$ cat config.mk
export PLATFORM = sky130hd
export DESIGN_NAME = scl_tgen
export DESIGN_NICKNAME = d
export VERILOG_FILES = /design/src/rtl/scl_tgen_pkg.sv /design/src/rtl/scl_div_decode.sv /design/src/rtl/scl_cfg_hold.sv /design/src/rtl/scl_phase_ctr.sv /design/src/rtl/scl_tgen.sv
export SDC_FILE = /design/constraint.sdc
export NUM_CORES = 1
export LEC_CHECK = 0
export ABC_AREA = 1
export ABC_CLOCK_PERIOD_IN_PS = 2300
export BUFFER_PORTS_ARGS = -buffer_cell sky130_fd_sc_hd__buf_4
export CELL_PAD_IN_SITES_DETAIL_PLACEMENT = 0
export CELL_PAD_IN_SITES_GLOBAL_PLACEMENT = 1
export CORE_MARGIN = 8
export CORE_UTILIZATION = 39
export DETAILED_ROUTE_END_ITERATION = 10
export PLACE_DENSITY = 0.87
export SLEW_MARGIN = 25
export SYNTH_ARGS = -nofsm -noshare
export SYNTH_HDL_FRONTEND = slang
export SYNTH_SLANG_ARGS = --single-unit
$ cat constraint.sdc
create_clock -name clk -period 2.3 [get_ports clk]
set_input_delay 0.23 -clock clk [delete_from_list [all_inputs] [get_ports clk]]
set_output_delay 0.23 -clock clk [all_outputs]
set_load 0.05 [all_outputs]
$ cat src/rtl/scl_tgen_pkg.sv
package scl_tgen_pkg;
    localparam int DIV_W    = 12;
    localparam int DIV_LO_W = 10;
    localparam int DIV_HI_W = DIV_W - DIV_LO_W;
    localparam int LEN_W    = DIV_W + 2;

    typedef enum logic [1:0] {
        IDLE    = 2'd0,
        LOW_PH  = 2'd1,
        HIGH_PH = 2'd2
    } scl_state_e;
endpackage

$ cat src/rtl/scl_div_decode.sv
module scl_div_decode
    import scl_tgen_pkg::*;
#(
    parameter int FILTER_DLY = 15
) (
    input  logic [DIV_LO_W-1:0] div_lower,
    input  logic [DIV_HI_W-1:0] div_upper,
    input  logic [DIV_W-1:0]    low_count,
    input  logic                hl_mode,
    output logic [LEN_W-1:0]    low_len,
    output logic [LEN_W-1:0]    high_len
);
    logic [DIV_W-1:0] div_raw;
    logic [LEN_W-1:0] div_eff;
    logic [LEN_W-1:0] lc_eff;

    always_comb begin
        div_raw = {div_upper, div_lower};
        div_eff = (div_raw == '0) ? LEN_W'(1) : LEN_W'(div_raw);
        lc_eff  = (low_count == '0) ? LEN_W'(1) : LEN_W'(low_count);
        if (hl_mode) begin
            low_len  = lc_eff;
            high_len = div_eff + LEN_W'(FILTER_DLY);
        end else begin
            low_len  = div_eff << 1;
            high_len = (div_eff << 1) + LEN_W'(FILTER_DLY);
        end
    end
endmodule

$ cat src/rtl/scl_cfg_hold.sv
module scl_cfg_hold
    import scl_tgen_pkg::*;
(
    input  logic             clk,
    input  logic             rst_n,
    input  logic             load,
    input  logic [LEN_W-1:0] low_len_d,
    input  logic [LEN_W-1:0] high_len_d,
    output logic [LEN_W-1:0] low_len_q,
    output logic [LEN_W-1:0] high_len_q
);
    always_ff @(posedge clk or negedge rst_n) begin
        if (!rst_n) begin
            low_len_q  <= LEN_W'(1);
            high_len_q <= LEN_W'(1);
        end else if (load) begin
            low_len_q  <= low_len_d;
            high_len_q <= high_len_d;
        end
    end
endmodule

$ cat src/rtl/scl_phase_ctr.sv
module scl_phase_ctr
    import scl_tgen_pkg::*;
(
    input  logic             clk,
    input  logic             rst_n,
    input  logic             hold,
    input  logic [LEN_W-1:0] phase_len,
    output logic             phase_end,
    output logic             phase_mid
);
    logic [LEN_W-1:0] cnt_q;

    always_comb begin
        phase_end = !hold && (cnt_q == phase_len - LEN_W'(1));
        phase_mid = !hold && (cnt_q == (phase_len >> 1));
    end

    always_ff @(posedge clk or negedge rst_n) begin
        if (!rst_n)
            cnt_q <= '0;
        else if (hold || phase_end)
            cnt_q <= '0;
        else
            cnt_q <= cnt_q + LEN_W'(1);
    end
endmodule

$ cat src/rtl/scl_tgen.sv
module scl_tgen
    import scl_tgen_pkg::*;
#(
    parameter int FILTER_DLY = 15
) (
    input  logic                clk,
    input  logic                rst_n,
    input  logic                run,
    input  logic [DIV_LO_W-1:0] div_lower,
    input  logic [DIV_HI_W-1:0] div_upper,
    input  logic [DIV_W-1:0]    low_count,
    input  logic                hl_mode,
    output logic                scl_out,
    output logic                busy,
    output logic                sda_change,
    output logic                sda_sample,
    output logic                bit_done
);
    scl_state_e       state_q, state_d;
    logic [LEN_W-1:0] low_len_d, high_len_d;
    logic [LEN_W-1:0] low_len_q, high_len_q;
    logic [LEN_W-1:0] cur_len;
    logic             load, ph_end, ph_mid, ctr_hold;

    scl_div_decode #(.FILTER_DLY(FILTER_DLY)) u_dec (
        .div_lower (div_lower),
        .div_upper (div_upper),
        .low_count (low_count),
        .hl_mode   (hl_mode),
        .low_len   (low_len_d),
        .high_len  (high_len_d)
    );

    scl_cfg_hold u_hold (
        .clk        (clk),
        .rst_n      (rst_n),
        .load       (load),
        .low_len_d  (low_len_d),
        .high_len_d (high_len_d),
        .low_len_q  (low_len_q),
        .high_len_q (high_len_q)
    );

    assign cur_len  = (state_q == HIGH_PH) ? high_len_q : low_len_q;
    assign ctr_hold = (state_q == IDLE);

    scl_phase_ctr u_ctr (
        .clk       (clk),
        .rst_n     (rst_n),
        .hold      (ctr_hold),
        .phase_len (cur_len),
        .phase_end (ph_end),
        .phase_mid (ph_mid)
    );

    always_comb begin
        state_d = state_q;
        load    = 1'b0;
        unique case (state_q)
            IDLE: begin
                if (run) begin
                    load    = 1'b1;
                    state_d = LOW_PH;
                end
            end
            LOW_PH: begin
                if (ph_end) state_d = HIGH_PH;
            end
            HIGH_PH: begin
                if (ph_end) state_d = run ? LOW_PH : IDLE;
            end
            default: state_d = IDLE;
        endcase
    end

    always_ff @(posedge clk or negedge rst_n) begin
        if (!rst_n) state_q <= IDLE;
        else        state_q <= state_d;
    end

    always_comb begin
        scl_out    = (state_q != LOW_PH);
        busy       = (state_q != IDLE);
        sda_change = (state_q == LOW_PH)  && ph_mid;
        sda_sample = (state_q == HIGH_PH) && ph_mid;
        bit_done   = (state_q == HIGH_PH) && ph_end;
    end
endmodule

==> metrics, run 1 <==
status finished with violations; Die Height 112 um; crit path kind reg2out; first-pass GRT wire length 16.9 mm; R2R Setup Slk -0.29 ns; post-synth top area share around 29%; relative max-transition margin 62.8%; synthesized area per cell 6.51 um2; H-tree levels 2; vias 3,652; initial antenna violation count 0; type of origin of the critical path flop; pin count of the biggest net entering global routing 44; reg2reg start state_q[1]$_DFFE_PN0P_; total gr overflow 0; Clk Latency, worst-skew pair 0.30 ns; P&R area growth vs syn 25.6%; boundary pin count 33; Period minus WS final 2.62 ns; area of the core 0.00906 mm2; synth warn 0; syn nets 578; root buf cell clkbuf_8; maximum clock rate about 0.38 GHz; Worst R2R Path Depth 19; number of synthesized flops with an enable pin 0; DR iter-0 viols 127; Yosys reg bits 43; clk buf depth 2; Final ANT Viol Nets 0; CP Capture Point bit_done; DRC viols 0; post-layout instance area 0.00448 mm2; Final WS setup -0.324 ns; worst min-delay path class in2reg; Inserted Clock Buffers 5; CP endpoint kind output port; Synth area leaders dfrtp_1, nand2_1, inv_1, nand3_1, xor2_1; post-synthesis sequential area ratio a little under a third; CTS Sinks 43; WP data arrival approximately 2.4 ns; fraction of layout cells with a size suffix above 1 between 20% and 30%; mapped cell area 0.00356 mm2; # setup viols final 19; DR vias/cell 5.07; total global-route track usage 16.6%; Setup crit start state_q[1]$_DFFE_PN0P_; area leader, netlist dfrtp_1; failing checks negative setup slack; most common cell after layout, fill and taps aside nand2_1; PD cells around 1000 mW/mm2; Starting Density 39.3%; commonest cells after routing, fill and taps aside nand2_1, inv_1, buf_4, nand3_1, nor2_1; row count 35; Hold WS approximately 0.16 ns; final WL 10.3 mm; die area 0.0125 mm2; placed instance area ~0.0041 mm2; RSZ-0062 raised after global routing yes; Lkg Pwr around 2.2 nW; Wirelength per Cell 14.4 um; Hold Vio Cnt, Final 0; clk_skew 0.00973 ns; worst reg2reg path endpoint state_q[0]$_DFFE_PN0P_; Final HPWL DP 8.11 mm; Final period util 114%; Req. time, crit path 2.07 ns; Netlist cell types 40; vias in the first global route ~3,400; ANT cells 0; Slew Limit Fails 0; cells after synthesis 547; ys async rst share 100%; clock slew at reported path FFs 0.09 ns; Die X 112 um; Worst Path Max Fanout 8; RD Place Congestion 0.886; IO buf count 32; drt pass-1 iters 5; dominant synthesized flop cell dfrtp_1; TritonCTS clock tree yes; Worst-Margin Slew between 0.5 and 0.6 ns; # nets final 639; max_cap viols 0; worst vdd ir 332 uV
worst min path at each step:
stage / from / to / slack, ns / cells past startpoint
after floorplan: rst_n / state_q[0]$_DFFE_PN0P_ / -0.07 / 0
after global placement: rst_n / u_ctr.cnt_q[8]$_DFF_PN0_ / 0.25 / 1
after detailed placement: rst_n / u_ctr.cnt_q[11]$_DFF_PN0_ / 0.26 / 1
after CTS: low_count[4] / u_hold.low_len_q[4]$_DFFE_PN0P_ / 0.16 / 3
after global routing: low_count[5] / u_hold.low_len_q[5]$_DFFE_PN0P_ / 0.16 / 3
final: low_count[3] / u_hold.low_len_q[3]$_DFFE_PN0P_ / 0.16 / 3
logic make-up (layout without fill, tap and decap cells):
kind of cell / after synthesis / after routing / share of synthesized area (%)
simple gates: 322 / 324 / 40.1
compound gates: 58 / 58 / 10.7
xor+xnor: 26 / 26 / 6.39
fa+ha+maj: 3 / 3 / 1.05
flops: 43 / 43 / 30.3
buf+inv: 95 / 155 / 11.5
state kept, by name (all words and copies together) (netlist names):
register	cells
state_q	2
u_ctr.cnt_q	14
u_hold.high_len_q	14
u_hold.low_len_q	13
cells in the mapped netlist, types with 4 or more instances:
| cell type | instances |
|---|---|
| nand2_1 | 177 |
| inv_1 | 78 |
| nor2_1 | 49 |
| nand3_1 | 47 |
| dfrtp_1 | 41 |
| xor2_1 | 25 |
| o21ai_0 | 17 |
| nor2_2 | 15 |
| o221ai_1 | 11 |
| nand2_2 | 10 |
| a21oi_1 | 9 |
| nor3_1 | 7 |
| clkbuf_1 | 6 |
| o211ai_1 | 5 |
| a22oi_1 | 4 |
| nand4_1 | 4 |
| nor4_1 | 4 |
where the power goes:
part / total, mW / internal (mW) / switching [mW]
Combinational: 2.80 / 1.05 / 1.75
Clock: 0.596 / 0.324 / 0.271
Sequential: 1.29 / 1.07 / 0.218
Total: 4.68 / 2.44 / 2.24
stage by stage:
step / setup TNS [ns] / cells / util [%] / power, mW / setup slack (ns)
global placement: -1.22 / 704 / 45.6 / 3.83 / -0.100
floorplan: -0.0698 / 547 / - / 3.15 / -0.0698
finish: -3.81 / 720 / 49.4 / 4.68 / -0.324
CTS: -0.831 / 716 / 48.1 / 4.58 / -0.280
detailed placement: -1.34 / 704 / 45.6 / 3.87 / -0.126
global route: -6.22 / 720 / 49.4 / 5.05 / -0.451
area by class of cell:
| cell class | instances | area, um2 |
|---|---|---|
| repair buffers | 65 | 563 |
| clock inverters | 2 | 37.5 |
| fillers | 897 | 4590 |
| inverters | 82 | 313 |
| flip-flops and latches | 43 | 1080 |
| multi-input cells | 411 | 2270 |
| well taps | 111 | 139 |
| clock buffers | 6 | 72.6 |
critical path, cell delays in order (launching register included):
cell and delay, ns:
dfrtp_2 0.45, buf_12 0.15, nand2_8 0.08, nand2_2 0.06, nand2_4 0.08, ha_4 0.14
nand3_4 0.08, nor2_4 0.19, nand2_1 0.10, nand2_1 0.07, nand2_1 0.05, xor2_1 0.14
nor2_2 0.12, nand3_2 0.12, nor2_4 0.11, buf_8 0.15
layer usage:
metal,track usage (%),share of wire (%)
met1,21.6,47
met3,2.54,4.4
met2,27.2,46
met5,0,0
met4,6.02,2.2
timing repair:
| item | 4_1_cts | 5_1_grt |
|---|---|---|
| hold buffers | 1 | 0 |
| gates resized for setup | 21 | 16 |
| setup buffers | 2 | 3 |
| endpoints found under the hold margin | 41 | 0 |
| endpoints found under the setup margin | 18 | 19 |
| gates cloned | 2 | 1 |
| pin swaps | 7 | 6 |
Note: power is estimated with default switching activity, not from simulation.
==> run 2: changes to the inputs <==
--- a/config.mk
+++ b/config.mk
@@ -13,6 +13,7 @@
 export CORE_MARGIN = 8
 export CORE_UTILIZATION = 39
 export DETAILED_ROUTE_END_ITERATION = 10
+export GPL_TIMING_DRIVEN = 0
 export PLACE_DENSITY = 0.87
 export SLEW_MARGIN = 25
 export SYNTH_ARGS = -nofsm -noshare
==> run 2 against run 1 <==
The flow still finishes with violations (negative setup slack). Register-to-register slack improved by 0.10 ns. Sequential power barely moved. Critical endpoint unchanged. Final area fell by 1.8%. Maximum frequency fell by 3.4%. Final cell count fell by 0.69%. Largest power group unchanged. Worst setup slack got worse by 0.094 ns. Sequential share of layout area rose by 0.43 points. Hold slack got worse by 0.021 ns. Critical path type unchanged. Core utilization fell by 0.91 points. Die area did not move. Via count fell by 1.0%.
==> metrics, run 2 (synthesis gave the netlist of run 1 again) <==
pin count of the biggest net entering global routing 44; most common cell after layout, fill and taps aside nand2_1; clock slew at reported path FFs roughly 0.10 ns; DR iter-0 viols 195; relative max-transition margin 62.4%; # setup viols final 19; root buf cell clkbuf_8; Worst Path Max Fanout 5; setup TNS -3.16 ns; first-pass GRT wire length 17.0 mm; row count 35; clk_skew 0.0165 ns; Starting Density 39.3%; Final WS setup -0.418 ns; crit path kind reg2out; IO buf count 29; RD Place Congestion 0.912; Die X ~110 um; Final period util 118%; status finished with violations; vias between 3,000 and 4,000; Layout Cells excl Fill 715; initial antenna violation count 0; vias in the first global route 3,510; Final HPWL DP 8.06 mm; area of the core between 0.009 and 0.01 mm2; Lkg Pwr approximately 2.1 nW; DR vias/cell between 5 and 6; final WL 10.6 mm; CTS Sinks 43; H-tree levels 2; commonest cells after routing, fill and taps aside nand2_1, inv_1, nand3_1, buf_4, nor2_1; PD cells roughly 1100 mW/mm2; Die Height ~110 um; final core occ 48.5%; CP endpoint kind output port; Wirelength per Cell 14.8 um; Hold Vio Cnt, Final 0; fraction of layout cells with a size suffix above 1 20.2%; DRC viols 0; worst min-delay path class in2reg; P&R area growth vs syn 23.3%; worst vdd ir 387 uV; drt pass-1 iters 5; ANT cells 0; failing checks negative setup slack; # nets final about 630; RSZ-0062 raised after global routing yes; die area 0.0125 mm2; Period minus WS final 2.72 ns; boundary pin count 33; maximum clock rate 0.368 GHz; Clk Latency, worst-skew pair 0.32 ns; Final ANT Viol Nets 0; WP data arrival 2.49 ns; biggest regs u_ctr.cnt_q (14), u_hold.high_len_q (14), u_hold.low_len_q (13); TritonCTS clock tree yes; type of origin of the critical path flop; max_cap viols 0; clk buf depth 2; total gr overflow 0; Slew Limit Fails 0; Req. time, crit path 2.07 ns; DP Cell Count 687; Inserted Clock Buffers 5; Worst-Margin Slew 0.564 ns; total global-route track usage between 15 and 20%; R2R Setup Slk -0.19 ns
## run 2: worst max-delay path: stages, from the launching register on
cell and delay [ns]:
dfrtp_2 0.41, clkinv_4 0.09, buf_8 0.13, nand3_4 0.07, nand2_4 0.06, ha_4 0.26, xor2_1 0.12, nand2_1 0.08
nor2_2 0.12, nand2_1 0.07, nor2_2 0.14, nand3_2 0.10, nor2_4 0.14, nand3_4 0.10, nor2_4 0.13, buf_8 0.15
## run 2: worst paths after layout
check,from,to,depth (start not counted)
setup / recovery,state_q[0]$_DFFE_PN0P_,bit_done,15
hold / removal,low_count[4],u_hold.low_len_q[4]$_DFFE_PN0P_,3
setup reg to reg,state_q[0]$_DFFE_PN0P_,u_ctr.cnt_q[11]$_DFF_PN0_,17
hold reg to reg,u_hold.low_len_q[12]$_DFFE_PN0P_,u_hold.low_len_q[12]$_DFFE_PN0P_,2
max in group asynchronous,rst_n,state_q[0]$_DFFE_PN0P_,2
min in group asynchronous,rst_n,u_ctr.cnt_q[4]$_DFF_PN0_,2
## run 2: metrics by stage
step           total power, mW  worst slack (ns)  hold slack (ns)  cell area [um2]
2_1_floorplan             3.15           -0.0698          -0.0656             3630
3_5_place_dp              3.74            -0.388            0.266             3980
3_3_place_gp              3.70            -0.359            0.254             3980
5_1_grt                   5.18            -0.548            0.147             4390
6_report                  4.78            -0.418            0.137             4390
4_1_cts                   4.48            -0.399            0.143             4220
## run 2: area by class of cell
cell class | instances | area (um2)
fill | 909 | 4670
timing repair buffer | 48 | 408
buffer | 13 | 109
sequential | 43 | 1080
inverter | 82 | 313
multi-input combinational | 410 | 2240
clock inverter | 2 | 37.5
tap | 111 | 139
clock buffer | 6 | 72.6
## run 2: report_power, final
group / internal [mW] / switching, mW / leakage [nW] / total, mW
sequential: 1.07 / 0.223 / 0.519 / 1.29
clock: 0.325 / 0.299 / 0.0514 / 0.624
combinational: 1.13 / 1.74 / 1.57 / 2.86
total: 2.52 / 2.26 / 2.14 / 4.78
## run 2: what timing repair did
item	CTS	global route
hold endpoints to repair	41	0
gates resized for setup	12	16
buffers inserted	8	10
setup endpoints to repair	32	29
gates cloned	0	2
pin swaps	11	13
hold buffers	1	0
## run 2: routing by layer
| metal | vias up | routed length (um) | track usage, % |
|---|---|---|---|
| li1 | 1862 | - | - |
| met1 | 1649 | 4990 | 21.0 |
| met2 | 91 | 4900 | 28.2 |
| met3 | 13 | 466 | 2.44 |
| met4 | 0 | 192 | 4.92 |
| met5 | - | 0 | 0 |
